--- config.mk ---
export PLATFORM = sky130hd
export DESIGN_NAME = dma_bus_arbiter
export DESIGN_NICKNAME = d
export VERILOG_FILES = /design/src/rtl/dma_arb_pkg.sv /design/src/rtl/arb_ctrl.sv /design/src/rtl/arb_datapath.sv /design/src/rtl/dma_bus_arbiter.sv
export SDC_FILE = /design/constraint.sdc
export NUM_CORES = 1
export LEC_CHECK = 0
export ABC_AREA = 1
export BUFFER_PORTS_ARGS = -buffer_cell sky130_fd_sc_hd__buf_2
export CAP_MARGIN = 20
export CORE_AREA = 5 5 42 44
export DETAILED_ROUTE_END_ITERATION = 16
export DIE_AREA = 0 0 47 49
export PLACE_DENSITY_LB_ADDON = 0.3
export SETUP_SLACK_MARGIN = 0.1
export SYNTH_ARGS = -nofsm -noshare
export SYNTH_HDL_FRONTEND = slang
export SYNTH_SLANG_ARGS = --single-unit
export TNS_END_PERCENT = 20
--- constraint.sdc ---
create_clock -name clk -period 1.03 [get_ports clk]
set_input_delay 0.1545 -clock clk [delete_from_list [all_inputs] [get_ports clk]]
set_output_delay 0.1545 -clock clk [all_outputs]
set_load 0.02 [all_outputs]
--- src/rtl/dma_arb_pkg.sv ---
package dma_arb_pkg;

  // Strobes from the control side to the grant datapath.
  typedef struct packed {
    logic decide;      // load a new grant this cycle
    logic advancePtr;  // move the rotation pointer past the winner
  } arbStrobes_t;

  typedef enum logic {
    BUS_CPU = 1'b0,
    BUS_DMA = 1'b1
  } busOwner_e;

endpackage

--- src/rtl/arb_ctrl.sv ---
module arb_ctrl
  import dma_arb_pkg::*;
(
  input  logic        clk,
  input  logic        rstN,
  input  logic        unitDone,
  input  logic        rrEnable,
  input  logic        winnerValid,
  output arbStrobes_t strobes,
  output logic        dmaOwnsBus
);

  busOwner_e ownerQ;

  // A decision is taken at every unit boundary, or on any cycle while idle.
  always_comb begin
    strobes.decide     = (ownerQ == BUS_CPU) || unitDone;
    strobes.advancePtr = strobes.decide && rrEnable && winnerValid;
  end

  always_ff @(posedge clk or negedge rstN) begin
    if (!rstN) begin
      ownerQ <= BUS_CPU;
    end else if (strobes.decide) begin
      ownerQ <= winnerValid ? BUS_DMA : BUS_CPU;
    end
  end

  assign dmaOwnsBus = (ownerQ == BUS_DMA);

endmodule

--- src/rtl/arb_datapath.sv ---
module arb_datapath
  import dma_arb_pkg::*;
#(
  parameter int NUM_CH = 2
) (
  input  logic              clk,
  input  logic              rstN,
  input  logic [NUM_CH-1:0] reqIn,
  input  logic [NUM_CH-1:0] burstMode,
  input  logic [NUM_CH-1:0] chanDone,
  input  logic              unitDone,
  input  logic              rrEnable,
  input  arbStrobes_t       strobes,
  output logic              winnerValid,
  output logic [NUM_CH-1:0] grant
);

  localparam int PTR_W = (NUM_CH > 1) ? $clog2(NUM_CH) : 1;

  logic [NUM_CH-1:0] grantQ;
  logic [NUM_CH-1:0] dropMask;
  logic [NUM_CH-1:0] eligible;
  logic [NUM_CH-1:0] winner;
  logic [PTR_W-1:0]  ptrQ;
  logic [PTR_W-1:0]  basePtr;
  logic [PTR_W-1:0]  winIdx;

  function automatic logic [PTR_W-1:0] wrapIdx(input logic [PTR_W-1:0] base, input int offset);
    int sum;
    sum = int'(base) + offset;
    if (sum >= NUM_CH) sum = sum - NUM_CH;
    return PTR_W'(sum);
  endfunction

  // A channel finishing its last unit, or a cycle-steal channel that has
  // just used its single unit, sits out the current decision.
  always_comb begin
    dropMask = grantQ & {NUM_CH{unitDone}} & (chanDone | ~burstMode);
    eligible = reqIn & ~dropMask;
  end

  // Search from the base position: channel 0 in fixed order, pointer in rotation.
  always_comb begin
    basePtr     = rrEnable ? ptrQ : '0;
    winnerValid = 1'b0;
    winIdx      = '0;
    for (int off = 0; off < NUM_CH; off++) begin
      if (!winnerValid && eligible[wrapIdx(basePtr, off)]) begin
        winnerValid = 1'b1;
        winIdx      = wrapIdx(basePtr, off);
      end
    end
    winner = winnerValid ? (NUM_CH'(1) << winIdx) : '0;
  end

  always_ff @(posedge clk or negedge rstN) begin
    if (!rstN) begin
      grantQ <= '0;
      ptrQ   <= '0;
    end else begin
      if (strobes.decide)     grantQ <= winner;
      if (strobes.advancePtr) ptrQ   <= wrapIdx(winIdx, 1);
    end
  end

  assign grant = grantQ;

endmodule

--- src/rtl/dma_bus_arbiter.sv ---
module dma_bus_arbiter
  import dma_arb_pkg::*;
#(
  parameter int NUM_CH = 2
) (
  input  logic              clk,
  input  logic              rstN,
  input  logic [NUM_CH-1:0] reqIn,
  input  logic [NUM_CH-1:0] burstMode,
  input  logic [NUM_CH-1:0] chanDone,
  input  logic              unitDone,
  input  logic              rrEnable,
  output logic [NUM_CH-1:0] grant,
  output logic              dmaOwnsBus
);

  arbStrobes_t strobes;
  logic        winnerValid;

  arb_ctrl u_ctrl (
    .clk        (clk),
    .rstN       (rstN),
    .unitDone   (unitDone),
    .rrEnable   (rrEnable),
    .winnerValid(winnerValid),
    .strobes    (strobes),
    .dmaOwnsBus (dmaOwnsBus)
  );

  arb_datapath #(.NUM_CH(NUM_CH)) u_dp (
    .clk        (clk),
    .rstN       (rstN),
    .reqIn      (reqIn),
    .burstMode  (burstMode),
    .chanDone   (chanDone),
    .unitDone   (unitDone),
    .rrEnable   (rrEnable),
    .strobes    (strobes),
    .winnerValid(winnerValid),
    .grant      (grant)
  );

endmodule

==> After elaboration in Yosys (flattened, before gate mapping) <==
Index checks and enable logic that the tools add are counted.
{ "word_totals": {"ff_bits": 4, "input_bits": 10, "out_inout_bits": 3, "elab_cells": 40} }
{ "op_classes": {"addsub": 5, "n_lt_le_gt_ge": 5, "shifts": 1, "mux": 14, "bitwise_logic": 7, "reduce_logical": 5} }
{ "op_table": {"columns": ["cell", "n"], "rows": [
  ["1-bit two-way mux", 13],
  ["2-bit AND", 3],
  ["1-bit by 1-bit adder with 2-bit output, second input constant", 2],
  ["2-bit greater-or-equal comparator, second input constant", 2],
  ["1-bit by 2-bit less-than comparator with 1-bit output, second input constant", 2],
  ["2-bit inverter", 2],
  ["1-bit logical AND", 3],
  ["1-bit subtractor, second input constant", 3],
  ["1-bit by 2-bit greater-or-equal comparator with 1-bit output, second input constant", 1],
  ["2-bit two-way mux", 1],
  ["2-bit OR", 1],
  ["1-bit by 1-bit left shift with 2-bit output, first input constant", 1],
  ["1-bit zero test", 1],
  ["1-bit logical OR", 1],
  ["1-bit inverter", 1]
]} }

==> Longest topological paths before layout <==
{ "logic_depth": {"word_depth": 14, "ltp_mapped": 8, "mapped_depth_nobuf": 8} }

==> Modules after synthesis <==
Synthesis repeated with hierarchy kept, for this count alone.
{ "unflattened": {"hier_cells": 37, "hier_area_um2": 269.0} }
{ "modules_own_cells": {"columns": ["mod", "instances", "cells_each", "area_per_inst_um2", "seq_area_each_um2"], "rows": [
  ["arb_datapath", 1, 30, 211.5, 75.1],
  ["arb_ctrl", 1, 7, 57.6, 25.0]
]} }

==> Least setup slack after synthesis <==
OpenSTA, ideal clock, no wires.
{ "synth_path": {"path_type": "reg2reg", "from": "reg u_dp.grantQ[0] (netlist: u_dp.grant[0])", "to": "reg u_dp.ptrQ", "setup_ps": 117, "arrival_time_ps": 901, "required_ps": 913, "path_slack_ps": 12, "path_stages_with_launch": 9, "n_path_buf": 0, "synth_period_minus_slack_ps": 1018, "cell_sequence": "dfrtp_1 nand2_1 inv_1 nand2_1 nand2_1 nand2_1 nand2_1 nand2_1 nand2_1"} }
{ "synth_via": {"elab_chain_cells": 13, "word_cells_on_any_way": 19, "classes_between": "add/sub: 2; order compare: 1; mux: 9; bitwise: 4; reduce/logical: 3"} }
{ "synth_lines": {"columns": ["element", "line_no", "source"], "rows": [
  ["start: declaration", "arb_datapath.sv:20", "logic [NUM_CH-1:0] grantQ;"],
  ["start signal: assignment", "arb_datapath.sv:61", "if (strobes.decide) grantQ <= winner;"],
  ["2-bit AND (*) (2 in series)", "arb_datapath.sv:38", "dropMask = grantQ & {NUM_CH{unitDone}} & (chanDone | ~burstMode);"],
  ["2-bit inverter (*)", "arb_datapath.sv:39", "eligible = reqIn & ~dropMask;"],
  ["2-bit AND (*)", "arb_datapath.sv:39", null],
  ["1-bit two-way mux (implied by the code) (2 in series)", "arb_datapath.sv:48", "if (!winnerValid && eligible[wrapIdx(basePtr, off)]) begin"],
  ["1-bit two-way mux", "arb_datapath.sv:48", null],
  ["1-bit zero test", "arb_datapath.sv:48", null],
  ["1-bit logical AND", "arb_datapath.sv:48", null],
  ["1-bit two-way mux", "arb_datapath.sv:48", null],
  ["1-bit by 1-bit adder with 2-bit output", "arb_datapath.sv:30", "sum = int'(base) + offset;"],
  ["2-bit greater-or-equal comparator or 1-bit subtractor (tied branches)", "arb_datapath.sv:31", "if (sum >= NUM_CH) sum = sum - NUM_CH;"],
  ["1-bit two-way mux", "arb_datapath.sv:31", null],
  ["end signal: assignment", "arb_datapath.sv:62", "if (strobes.advancePtr) ptrQ <= wrapIdx(winIdx, 1);"],
  ["end: declaration", "arb_datapath.sv:24", "logic [PTR_W-1:0] ptrQ;"]
]} }
Mark *: on every way between the ends. The rest lies on a longest branch, timed or not. The select of a mux whose other input is x is not followed.
A chain may end at the register's enable or synchronous reset.

==> Final worst setup path <==
{ "layout_path": {"from": "reg u_dp.grantQ[1] (netlist: u_dp.grant[1])", "to": "reg u_dp.ptrQ"} }
Same word-level chain as after synthesis.

==> flow_metrics.env <==
export IMPL_design_die_area_um2=2303
export IMPL_timing_final_hold_violations=0
export IMPL_netlist_area_um2=234.0
export IMPL_grt_met1_usage_pct=6.696
export IMPL_postRouteAntennaNets=0
export IMPL_globalRouteOverflowTotal=0
export IMPL_crit_path_end_kind="flop"
export IMPL_p_int_uw=384.3
export IMPL_drt_first_pass_iters=4
export IMPL_globalplace_congestion=0.6320
export IMPL_drt_wl_total_um=559
export IMPL_fin_crit_sh_pct=93.57
export IMPL_io_buffers=12
export IMPL_num_antenna_cells=0
export IMPL_timing_fmax_mhz=1038
export IMPL_grt_use_met3_pct=4.428
export IMPL_number_of_antenna_violations_at_the_first_check_in_global_routing=0
export IMPL_timing_critical_path_slowest_cell_delay_ns=0.41
export IMPL_post_synth_top_count_cell="nand2_1"
export IMPL_critPathArrivalTime_ns=1.08
export IMPL_postSynth_topFlopCell="dfrtp_1"
export IMPL_critPathLaunchType="flop"
export IMPL_p_leak_uw=0.0002286
export IMPL_cts_sinks=4
export IMPL_worstPathRequired_ns=1.15
export IMPL_post_synth_top_area_fraction_pct=42.78
export IMPL_clock_insertion_delay_worst_skew_ns=0.23
export IMPL_unrepaired_setup_endpoints_after_global_routing="true"
export IMPL_clkPwrFrac_pct=34.0
export IMPL_pre_cts_ws_ns=0.04080
export IMPL_wl_per_cell_um=7.873
export IMPL_async_set_or_reset_register_ratio_after_synthesis_pct=100.0
export IMPL_number_of_synthesized_flops_with_an_enable_pin=0
export IMPL_fin_crit_ns=0.9637
export IMPL_max_cap_viol=0
export IMPL_drc_errors=0
export IMPL_io_pin_count=13
export IMPL_fin_worst_hold_slack_ns=0.2428
export IMPL_grt_pass1_vias=239
export IMPL_grt_first_pass_wirelength_um=897
export IMPL_cts_tree="built"
export IMPL_netlist_top_cells_area="dfrtp_1 (43%), nand2_1 (26%), inv_1 (11%), nand3_1 (8.6%), nor2_1 (3.2%)"
export IMPL_grt_util_all_layers_pct=5.591
export IMPL_initial_core_util_pct=16.70
export IMPL_flow_area_growth_from_synthesis_pct=66.31
export IMPL_floorplan_die_height_um=49
export IMPL_synth_seq_cells=4
export IMPL_detailedPlacementHpwl_um=470
export IMPL_setup_slack_ns=0.06625
export IMPL_starting_drc_count_in_detailed_routing=2
export IMPL_grt_busiest_layer="met2"
export IMPL_switching_share_pct=29.59
export IMPL_largest_net_degree_at_the_start_of_global_routing=6
export IMPL_setup_viol=0
export IMPL_core_region_area_um2=1401
export IMPL_mean_instance_size_in_the_synthesized_netlist_um2=6.324
export IMPL_overall_via_count_from_detail_route=268
export IMPL_worst_path_max_fanout=3
export IMPL_max_slew_margin_rel_pct=87.13
export IMPL_placement_row_count=14
export IMPL_cts_made_buffers=3
export IMPL_leading_area_contributor_after_synthesis="dfrtp_1"
export IMPL_report_final_slew_viol_count=0
export IMPL_worstPathCellList="nand2_2, inv_2, a21oi_2, nand2_1, nand3_1, nand2_1"
export IMPL_comb_power_share_pct=28.8
export IMPL_worst_slew_pin_slew_ns=0.1929
export IMPL_power_frac_seq_pct=37.2
export IMPL_cts_root_buffer_cell="clkbuf_4"
export IMPL_use_met2_pct=7.014
export IMPL_fin_nets=67
export IMPL_ctsHtreeMaxLevel=1
export IMPL_synth_cells_most_frequent="nand2_1 (16), inv_1 (7), dfrtp_1 (4), nand3_1 (4), nor2_1 (2)"
export IMPL_critPathKind="reg2reg"
export IMPL_slowest_stage="dfrtp_2"
export IMPL_netlist_cell_type_count=9
export IMPL_status="completed"
export IMPL_syn_num_nets=47
export IMPL_critical_path_most_common_cell="nand2_1"
export IMPL_p_switching_uw=161.5
export IMPL_cts_clk_slew_worst_paths_ns=0.03
export IMPL_via_per_inst=3.775
export IMPL_ctsLongestPathBuffers=2
export IMPL_finClkSkew_ns=0.001886
export IMPL_power_ir_vdd_worst_mv=0.6994
export IMPL_post_synthesis_instance_total=37
export IMPL_drive_above_1_share_pct=50.91
export IMPL_pwr_density_cell_nw_per_um2=1402
export IMPL_die_extent_in_x_um=47
export IMPL_hp_class="in2reg"
export IMPL_yosysSeqAreaShare_pct=42.78
export IMPL_synth_warnings=0
-- timing repair --
action                                 4_1_cts  5_1_grt
setup endpoints to repair                    5        6
endpoints found under the hold margin        4        0
pin swaps                                    3        7
hold buffers                                 1        0
gates resized for setup                      4        4
setup buffers                                0        2
-- placed cells by master (no fill, tap or decap), types with 2 or more instances in the layout --
cell type  Yosys  layout
nand2_2        1       6
buf_2          0      11
buf_4          0       2
nand3_1        4       4
nand2_1       16      11
inv_1          7       7
dfrtp_2        0       2
clkbuf_4       0       3
dfrtp_1        4       2
-- cells by family after synthesis --
logic type	synth area share, %
AO/OA/AOI/OAI	4.274
buffers and inverters	12.83
flip-flops	42.78
AND/OR/NAND/NOR	40.11
-- flip-flops by register name (all words and copies together), names as in the netlist --
| signal | count |
|---|---|
| u_dp.grant | 2 |
| u_ctrl.dmaOwnsBus | 1 |
| u_dp.ptrQ | 1 |
-- worst max-delay path: cells and delay by family (launching register included) --
kind / cells / cell delay [ns]
AO/OA/AOI/OAI: 1 / 0.11
flip-flops: 1 / 0.41
AND/OR/NAND/NOR: 4 / 0.29
buffers and inverters: 1 / 0.04
-- through the flow --
stage	setup TNS, ns	total power, uW	instance area (um2)	utilization (%)	instances
final	0	545.7	389.1	27.77	71
after floorplan	0	284.7	239.0	-	37
after detailed placement	0	336.5	319.1	22.77	65
after CTS	0	545.3	362.8	25.89	69
after global placement	0	335.6	319.1	22.77	65
after global routing	-0.04988	600.3	389.1	27.77	71
-- routing by layer --
layer,wire [um],vias up,part of all wire (%)
met5,0,-,0
met2,263,9,47
met4,0,0,0
met3,72,0,13
met1,223,113,40
li1,-,146,-
-- power by group through the flow --
stage | logic [uW] | registers, uW | clock network, uW
2_1_floorplan | 62.7 | 222 | 0
3_3_place_gp | 134 | 201 | 0
3_5_place_dp | 133 | 203 | 0
4_1_cts | 144 | 203 | 199
5_1_grt | 181 | 208 | 212
6_report | 157 | 203 | 186
-- area by class of cell --
| class | count | area (um2) |
|---|---|---|
| well taps | 16 | 20.02 |
| clock buffers | 3 | 22.52 |
| inverters | 8 | 30.03 |
| multi-input cells | 25 | 122.6 |
| repair buffers | 15 | 91.34 |
| flip-flops and latches | 4 | 102.6 |
| fillers | 171 | 1012 |
-- final timing paths --
| path | depth (start not counted) | from | slack, ns | end |
|---|---|---|---|---|
| setup / recovery | 6 | u_dp.grant[1] | 0.07 | u_dp.ptrQ |
| min in group asynchronous | 2 | rstN | 0.26 | u_ctrl.dmaOwnsBus |
| setup reg to reg | 6 | u_dp.grant[1] | 0.07 | u_dp.ptrQ |
| hold reg to reg | 2 | u_dp.ptrQ | 0.48 | u_dp.ptrQ |
| hold / removal | 4 | unitDone | 0.24 | u_dp.grant[0] |
| max in group asynchronous | 2 | rstN | 0.63 | u_dp.grant[0] |
Power figures use the tool's default switching activity.
